`src/rtl/acc_alu_pkg.sv`:
```
package acc_alu_pkg;
  typedef enum logic [2:0] {
    CLS_ARITH = 3'd0,
    CLS_LOGIC = 3'd1,
    CLS_ROT   = 3'd2,
    CLS_NIB   = 3'd3,
    CLS_FLAG  = 3'd4
  } op_class_e;

  localparam logic [1:0] AR_ADD  = 2'd0;
  localparam logic [1:0] AR_ADDC = 2'd1;
  localparam logic [1:0] AR_INC  = 2'd2;
  localparam logic [1:0] AR_DEC  = 2'd3;

  localparam logic [1:0] LG_AND  = 2'd0;
  localparam logic [1:0] LG_OR   = 2'd1;
  localparam logic [1:0] LG_XOR  = 2'd2;

  localparam logic [1:0] RT_L    = 2'd0;
  localparam logic [1:0] RT_R    = 2'd1;
  localparam logic [1:0] RT_LC   = 2'd2;
  localparam logic [1:0] RT_RC   = 2'd3;

  localparam logic [1:0] NB_SWAP = 2'd0;
  localparam logic [1:0] NB_XLO  = 2'd1;
  localparam logic [1:0] NB_BCD  = 2'd2;

  localparam logic [1:0] FL_CLRA = 2'd0;
  localparam logic [1:0] FL_CPLA = 2'd1;
  localparam logic [1:0] FL_CLRC = 2'd2;
  localparam logic [1:0] FL_CPLC = 2'd3;

  localparam int DIGIT_W = 4;
endpackage

```
`src/rtl/acc_alu_arith.sv`:
```
module acc_alu_arith #(
  parameter int DATA_W = 8
) (
  input  logic [1:0]        minor,
  input  logic [DATA_W-1:0] acc,
  input  logic [DATA_W-1:0] opnd,
  input  logic              cin,
  output logic [DATA_W-1:0] res,
  output logic              cout
);
  import acc_alu_pkg::*;

  logic [DATA_W:0] sum;
  logic            add_cin;

  assign add_cin = (minor == AR_ADDC) ? cin : 1'b0;
  assign sum     = {1'b0, acc} + {1'b0, opnd} + {{DATA_W{1'b0}}, add_cin};

  always_comb begin
    res  = acc;
    cout = cin;
    unique case (minor)
      AR_ADD, AR_ADDC: begin
        res  = sum[DATA_W-1:0];
        cout = sum[DATA_W];
      end
      AR_INC: res = acc + 1'b1;
      AR_DEC: res = acc - 1'b1;
      default: ;
    endcase
  end
endmodule

```
`src/rtl/acc_alu_bcd.sv`:
```
module acc_alu_bcd #(
  parameter int DATA_W = 8
) (
  input  logic [DATA_W-1:0] acc,
  input  logic              cin,
  output logic [DATA_W-1:0] res,
  output logic              cout
);
  import acc_alu_pkg::*;

  localparam int NDIG = DATA_W / DIGIT_W;

  logic [DATA_W:0] work;
  logic            ovf;

  always_comb begin
    work = {1'b0, acc};
    ovf  = 1'b0;
    for (int d = 0; d < NDIG; d++) begin
      if ((work[d*DIGIT_W +: DIGIT_W] > 4'd9) ||
          ((d == NDIG - 1) && (cin || ovf))) begin
        work = work + ((DATA_W+1)'(6) << (d * DIGIT_W));
        if (work[DATA_W]) begin
          ovf          = 1'b1;
          work[DATA_W] = 1'b0;
        end
      end
    end
    res  = work[DATA_W-1:0];
    cout = cin | ovf;
  end
endmodule

```
`src/rtl/acc_alu_bitops.sv`:
```
module acc_alu_bitops #(
  parameter int DATA_W = 8
) (
  input  logic [2:0]        cls,
  input  logic [1:0]        minor,
  input  logic [DATA_W-1:0] acc,
  input  logic [DATA_W-1:0] opnd,
  input  logic              cin,
  output logic [DATA_W-1:0] res,
  output logic              cout,
  output logic [DATA_W-1:0] mem
);
  import acc_alu_pkg::*;

  localparam int HALF = DATA_W / 2;

  always_comb begin
    res  = acc;
    cout = cin;
    mem  = opnd;
    case (cls)
      CLS_LOGIC: begin
        case (minor)
          LG_AND:  res = acc & opnd;
          LG_OR:   res = acc | opnd;
          LG_XOR:  res = acc ^ opnd;
          default: ;
        endcase
      end
      CLS_ROT: begin
        case (minor)
          RT_L: res = {acc[DATA_W-2:0], acc[DATA_W-1]};
          RT_R: res = {acc[0], acc[DATA_W-1:1]};
          RT_LC: begin
            res  = {acc[DATA_W-2:0], cin};
            cout = acc[DATA_W-1];
          end
          default: begin
            res  = {cin, acc[DATA_W-1:1]};
            cout = acc[0];
          end
        endcase
      end
      CLS_NIB: begin
        case (minor)
          NB_SWAP: res = {acc[HALF-1:0], acc[DATA_W-1:HALF]};
          NB_XLO: begin
            res = {acc[DATA_W-1:DIGIT_W], opnd[DIGIT_W-1:0]};
            mem = {opnd[DATA_W-1:DIGIT_W], acc[DIGIT_W-1:0]};
          end
          default: ;
        endcase
      end
      CLS_FLAG: begin
        case (minor)
          FL_CLRA: res  = '0;
          FL_CPLA: res  = ~acc;
          FL_CLRC: cout = 1'b0;
          default: cout = ~cin;
        endcase
      end
      default: ;
    endcase
  end
endmodule

```
`src/rtl/acc_alu_slot.sv`:
```
module acc_alu_slot #(
  parameter int PAY_W = 18
) (
  input  logic             clk,
  input  logic             rst_n,
  input  logic             in_valid,
  output logic             in_ready,
  input  logic [PAY_W-1:0] in_pay,
  output logic             out_valid,
  input  logic             out_ready,
  output logic [PAY_W-1:0] out_pay
);
  logic full_q;
  logic [PAY_W-1:0] pay_q;

  assign in_ready  = !full_q || out_ready;
  assign out_valid = full_q;
  assign out_pay   = pay_q;

  always_ff @(posedge clk) begin
    if (!rst_n) begin
      full_q <= 1'b0;
      pay_q  <= '0;
    end else if (in_ready) begin
      full_q <= in_valid;
      if (in_valid) pay_q <= in_pay;
    end
  end
endmodule

```
`src/rtl/acc_alu.sv`:
```
module acc_alu #(
  parameter int DATA_W = 8
) (
  input  logic              clk,
  input  logic              rst_n,
  input  logic              in_valid,
  output logic              in_ready,
  input  logic [2:0]        op_class,
  input  logic [1:0]        op_minor,
  input  logic [DATA_W-1:0] acc_in,
  input  logic [DATA_W-1:0] opnd_in,
  input  logic              carry_in,
  output logic              out_valid,
  input  logic              out_ready,
  output logic [DATA_W-1:0] acc_out,
  output logic              carry_out,
  output logic [DATA_W-1:0] mem_out,
  output logic              zero_out
);
  import acc_alu_pkg::*;

  localparam int PAY_W = 2 * DATA_W + 2;

  logic [DATA_W-1:0] ar_res, bcd_res, bit_res, bit_mem, sel_res;
  logic              ar_c, bcd_c, bit_c, sel_c, sel_z;
  logic [PAY_W-1:0]  pay_in, pay_out;

  acc_alu_arith #(.DATA_W(DATA_W)) arith_i (
    .minor(op_minor), .acc(acc_in), .opnd(opnd_in), .cin(carry_in),
    .res(ar_res), .cout(ar_c)
  );

  acc_alu_bcd #(.DATA_W(DATA_W)) bcd_i (
    .acc(acc_in), .cin(carry_in), .res(bcd_res), .cout(bcd_c)
  );

  acc_alu_bitops #(.DATA_W(DATA_W)) bitops_i (
    .cls(op_class), .minor(op_minor), .acc(acc_in), .opnd(opnd_in),
    .cin(carry_in), .res(bit_res), .cout(bit_c), .mem(bit_mem)
  );

  always_comb begin
    if (op_class == CLS_ARITH) begin
      sel_res = ar_res;
      sel_c   = ar_c;
    end else if (op_class == CLS_NIB && op_minor == NB_BCD) begin
      sel_res = bcd_res;
      sel_c   = bcd_c;
    end else begin
      sel_res = bit_res;
      sel_c   = bit_c;
    end
  end

  assign sel_z  = (sel_res == '0);
  assign pay_in = {sel_res, sel_c, bit_mem, sel_z};

  acc_alu_slot #(.PAY_W(PAY_W)) slot_i (
    .clk(clk), .rst_n(rst_n),
    .in_valid(in_valid), .in_ready(in_ready), .in_pay(pay_in),
    .out_valid(out_valid), .out_ready(out_ready), .out_pay(pay_out)
  );

  assign {acc_out, carry_out, mem_out, zero_out} = pay_out;
endmodule

```
`config.mk`:
```
export PLATFORM = sky130hd
export DESIGN_NAME = acc_alu
export DESIGN_NICKNAME = d
export VERILOG_FILES = /design/src/rtl/acc_alu_pkg.sv /design/src/rtl/acc_alu_arith.sv /design/src/rtl/acc_alu_bcd.sv /design/src/rtl/acc_alu_bitops.sv /design/src/rtl/acc_alu_slot.sv /design/src/rtl/acc_alu.sv
export SDC_FILE = /design/constraint.sdc
export NUM_CORES = 1
export LEC_CHECK = 0
export ABC_AREA = 1
export BUFFER_PORTS_ARGS = -buffer_cell sky130_fd_sc_hd__buf_2
export CORE_MARGIN = 2
export CORE_UTILIZATION = 50
export DETAILED_ROUTE_END_ITERATION = 16
export PLACE_DENSITY = 0.73
export SLEW_MARGIN = 20
export SYNTH_ARGS = -nofsm -noshare
export SYNTH_HDL_FRONTEND = slang
export SYNTH_SLANG_ARGS = --single-unit
```
`constraint.sdc`:
```
create_clock -name clk -period 2.65 [get_ports clk]
set_input_delay 0.265 -clock clk [delete_from_list [all_inputs] [get_ports clk]]
set_output_delay 0.265 -clock clk [all_outputs]
set_load 0.02 [all_outputs]
```
==> results.py <==
metrics = {
    "outcome": {
        "status": "complete, no violations",
    },
    "layout": {
        "design_area_um2": 3170,
        "fillers": 613,
        "fin_nets": 593,
        "area_growth_pct": 12.2,
        "drive_above_1_share": 0.148,
        "diodes": 0,
    },
    "power": {
        "peakVddDrop_mv": 0.346,
        "p_leak_nw": 1.71,
        "power.density_nw_per_um2": 330,
    },
    "place": {
        "io_buffers": 45,
        "post_dp_cell_area_um2": 3120,
        "gp_congestion": 0.985,
        "dp_hpwl_mm": 7.55,
    },
    "logic_synthesis": {
        "synthMuxAreaShare": 0,
        "synthCells": 494,
        "synth_warnings": 0,
        "synthTopCellsByArea": "nand2_1, dfxtp_1, ha_1",
        "synth_area_per_cell_um2": 5.72,
        "syn-cell-area_um2": 2830,
        "synth_nets": 547,
        "synth_top_family_by_area": "simple AND/OR/NAND/NOR gates",
        "synthAdderAreaFrac": 0.128,
        "synth.top_cell.area_share": 0.179,
        "synthXorXnorAreaFrac": 0.0155,
        "synthSimpleGateAreaFrac": 0.382,
        "ys_types": 38,
        "synth-seq-cells": 19,
        "synth_compound_area_frac": 0.227,
        "seq_area_frac_synth": 0.135,
        "synth_area_leader_cell": "nand2_1",
    },
    "floorplan": {
        "core-area_um2": 5470,
        "die_area_um2": 6270,
        "die_y_um": 79.2,
        "rows": 27,
        "boundaryPins": 46,
        "die-width_um": 79.2,
        "start_util": 0.516,
    },
    "grt": {
        "track_usage": 0.318,
        "grt.overflow.total": 0,
        "grt_pass1_wl_mm": 15.8,
        "antenna_found_initial": 0,
        "first_global_vias": 3282,
        "grt_max_degree": 27,
    },
    "sta": {
        "max-slew-margin-rel": 0.712,
        "fmax_mhz": 472,
        "setup_violations": 0,
        "max_slew.worst_pin.slew_ns": 0.431,
        "rsz0062_at_grt": "false",
        "period_minus_slack_ns": 2.12,
        "hold_viol_final": 0,
        "fin_skew_ns": 0.00239,
        "maxSlewViolCount": 0,
        "post-route-period-util": 0.800,
        "fin_tns_setup_ns": 0,
    },
    "clocking": {
        "htreeDepth": 1,
        "clkLatencyLatePin_ns": 0.25,
        "cts.sink_count": 19,
        "hold_buffers": 0,
        "cts_setup_buffers": 0,
        "cts_tree": "yes",
        "clk_pin_slew_worst_paths_ns": 0.07,
        "cts_buffers": 3,
        "cts_resized": 0,
        "cts-root-buf": "clkbuf_8",
        "cts.path.max_buffers": 2,
    },
    "critical_path": {
        "crit_path_max_incr_delay_ns": 0.39,
        "crit_path_frequent_cell": "nand3_1",
        "crit_start": "op_minor[1]",
        "reg2reg_from": "slot_i.out_valid",
        "startpoint_type": "primary input",
        "end_kind": "flip-flop",
        "worstPathCellList": "buf_2, inv_2, nand2_4, nor2_1, fa_1, inv_1, fa_1, inv_1, nand4_1, nand3_1, nand2_1, nand3_1, nand3_1, nand2_1, nand2_1, nor2_1, nand3_1, a21oi_2",
        "arrival_ns": 2.31,
        "cp_slowest_cell": "fa_1",
        "critical_path_class": "in2reg",
        "cp.required_ns": 2.84,
        "path_delay_family": "simple AND/OR/NAND/NOR gates",
        "critPathBufInv": 4,
        "cp_max_fo": 8,
    },
    "worst_hold_path": {
        "hold_path.class": "in2reg",
        "holdCritStartpoint": "opnd_in[6]",
    },
    "routing": {
        "vias": 3546,
        "wl_mm": 9.52,
        "top_layer": "met4",
        "drtIter0Drc": 321,
        "route.met2.wl_mm": 4.21,
        "wl_met1_mm": 4.04,
        "drc": 0,
        "wl_per_cell_um": 15.6,
        "viasPerCell": 5.80,
        "dr.pass1.iters": 5,
        "ant_nets": 0,
        "dr_wl_met3_um": 887,
    },
    "job": {
        "drv_cap": 0,
    },
}
layout by cell type, fill, tap and decap left out, types with 8 or more instances in the layout:
cell      synthesis  layout
inv_2            11      11
nand3_1          48      48
buf_2             4      45
a21oi_1          50      50
nor2_1           44      44
o21ai_0          34      34
inv_1            50      50
dfxtp_1          19      19
nand2_1         135     135
ha_1             24      24
o211ai_1         11      11
buf_4             1       8
o21ai_1           9       9
through the flow:
step	hold slack [ns]	std cells	total power, mW	util	setup WS (ns)
2_1_floorplan	0.403	494	0.679	-	0.597
3_3_place_gp	0.480	607	0.839	0.571	0.337
3_5_place_dp	0.477	607	0.845	0.571	0.290
4_1_cts	0.304	611	1.04	0.579	0.554
5_1_grt	0.303	611	1.13	0.579	0.195
6_report	0.307	611	1.05	0.579	0.531
routing by layer:
layer  vias up  track usage
met1      1562        0.427
met5         -            0
met4         0        0.131
li1       1730            -
met3        34       0.0477
met2       220        0.507
kinds of logic (layout without fill, tap and decap cells):
family | Yosys count | in the layout
simple gates | 250 | 250
xor+xnor | 5 | 5
compound gates | 116 | 116
flops | 19 | 19
buf+inv | 77 | 122
fa+ha+maj | 27 | 27
power breakdown:
| group | internal [mW] | switching (mW) |
|---|---|---|
| Sequential | 0.309 | 0.0105 |
| Combinational | 0.173 | 0.357 |
| Clock | 0.107 | 0.0891 |
| Total | 0.589 | 0.457 |
cell usage after synthesis:
cell	number
nor2_1	44
nand4_1	6
o21ai_1	9
ha_1	24
clkinv_1	4
clkbuf_1	4
buf_6	3
fa_1	3
a211oi_1	2
inv_1	50
buf_4	1
o21ai_0	34
xnor2_1	2
nand2_1	135
or2_2	1
o31ai_1	2
xor2_1	3
o211ai_1	11
dfxtp_1	19
inv_2	11
a31oi_1	2
nand2_2	4
buf_2	4
or2_1	1
nor2_4	2
nor2_2	2
nor3_1	1
a21oi_2	1
o32ai_1	1
nand3b_1	2
o2111ai_1	2
nand2_4	1
and2_1	1
a21boi_0	1
a22oi_1	1
a21oi_1	50
nand3_1	48
nand3_2	2
final timing paths:
kind,endpoint,slack (ns),cells after the start
hold / removal,slot_i.out_pay[7],0.31,3
setup reg to reg,slot_i.out_pay[0],1.01,9
setup / recovery,slot_i.out_pay[0],0.53,18
hold reg to reg,slot_i.out_pay[1],0.50,2
cell type report:
cell class / count / area (um2) / share of cell area
multi-input combinational: 398 / 2120 / 0.670
sequential: 19 / 380 / 0.120
timing repair buffer: 53 / 285 / 0.0900
inverter: 65 / 244 / 0.0770
tap: 72 / 90.1 / 0.0284
clock buffer: 4 / 45.0 / 0.0142
tightest hold or removal path, cell delays in order:
cell and delay, ns:
buf_2 0.11, inv_1 0.08, a21oi_1 0.06
sequential cells by signal (all words and copies together) (netlist names):
register / cells
slot_i.out_valid: 1
slot_i.out_pay: 18
Note: power is estimated with default switching activity, not from simulation.
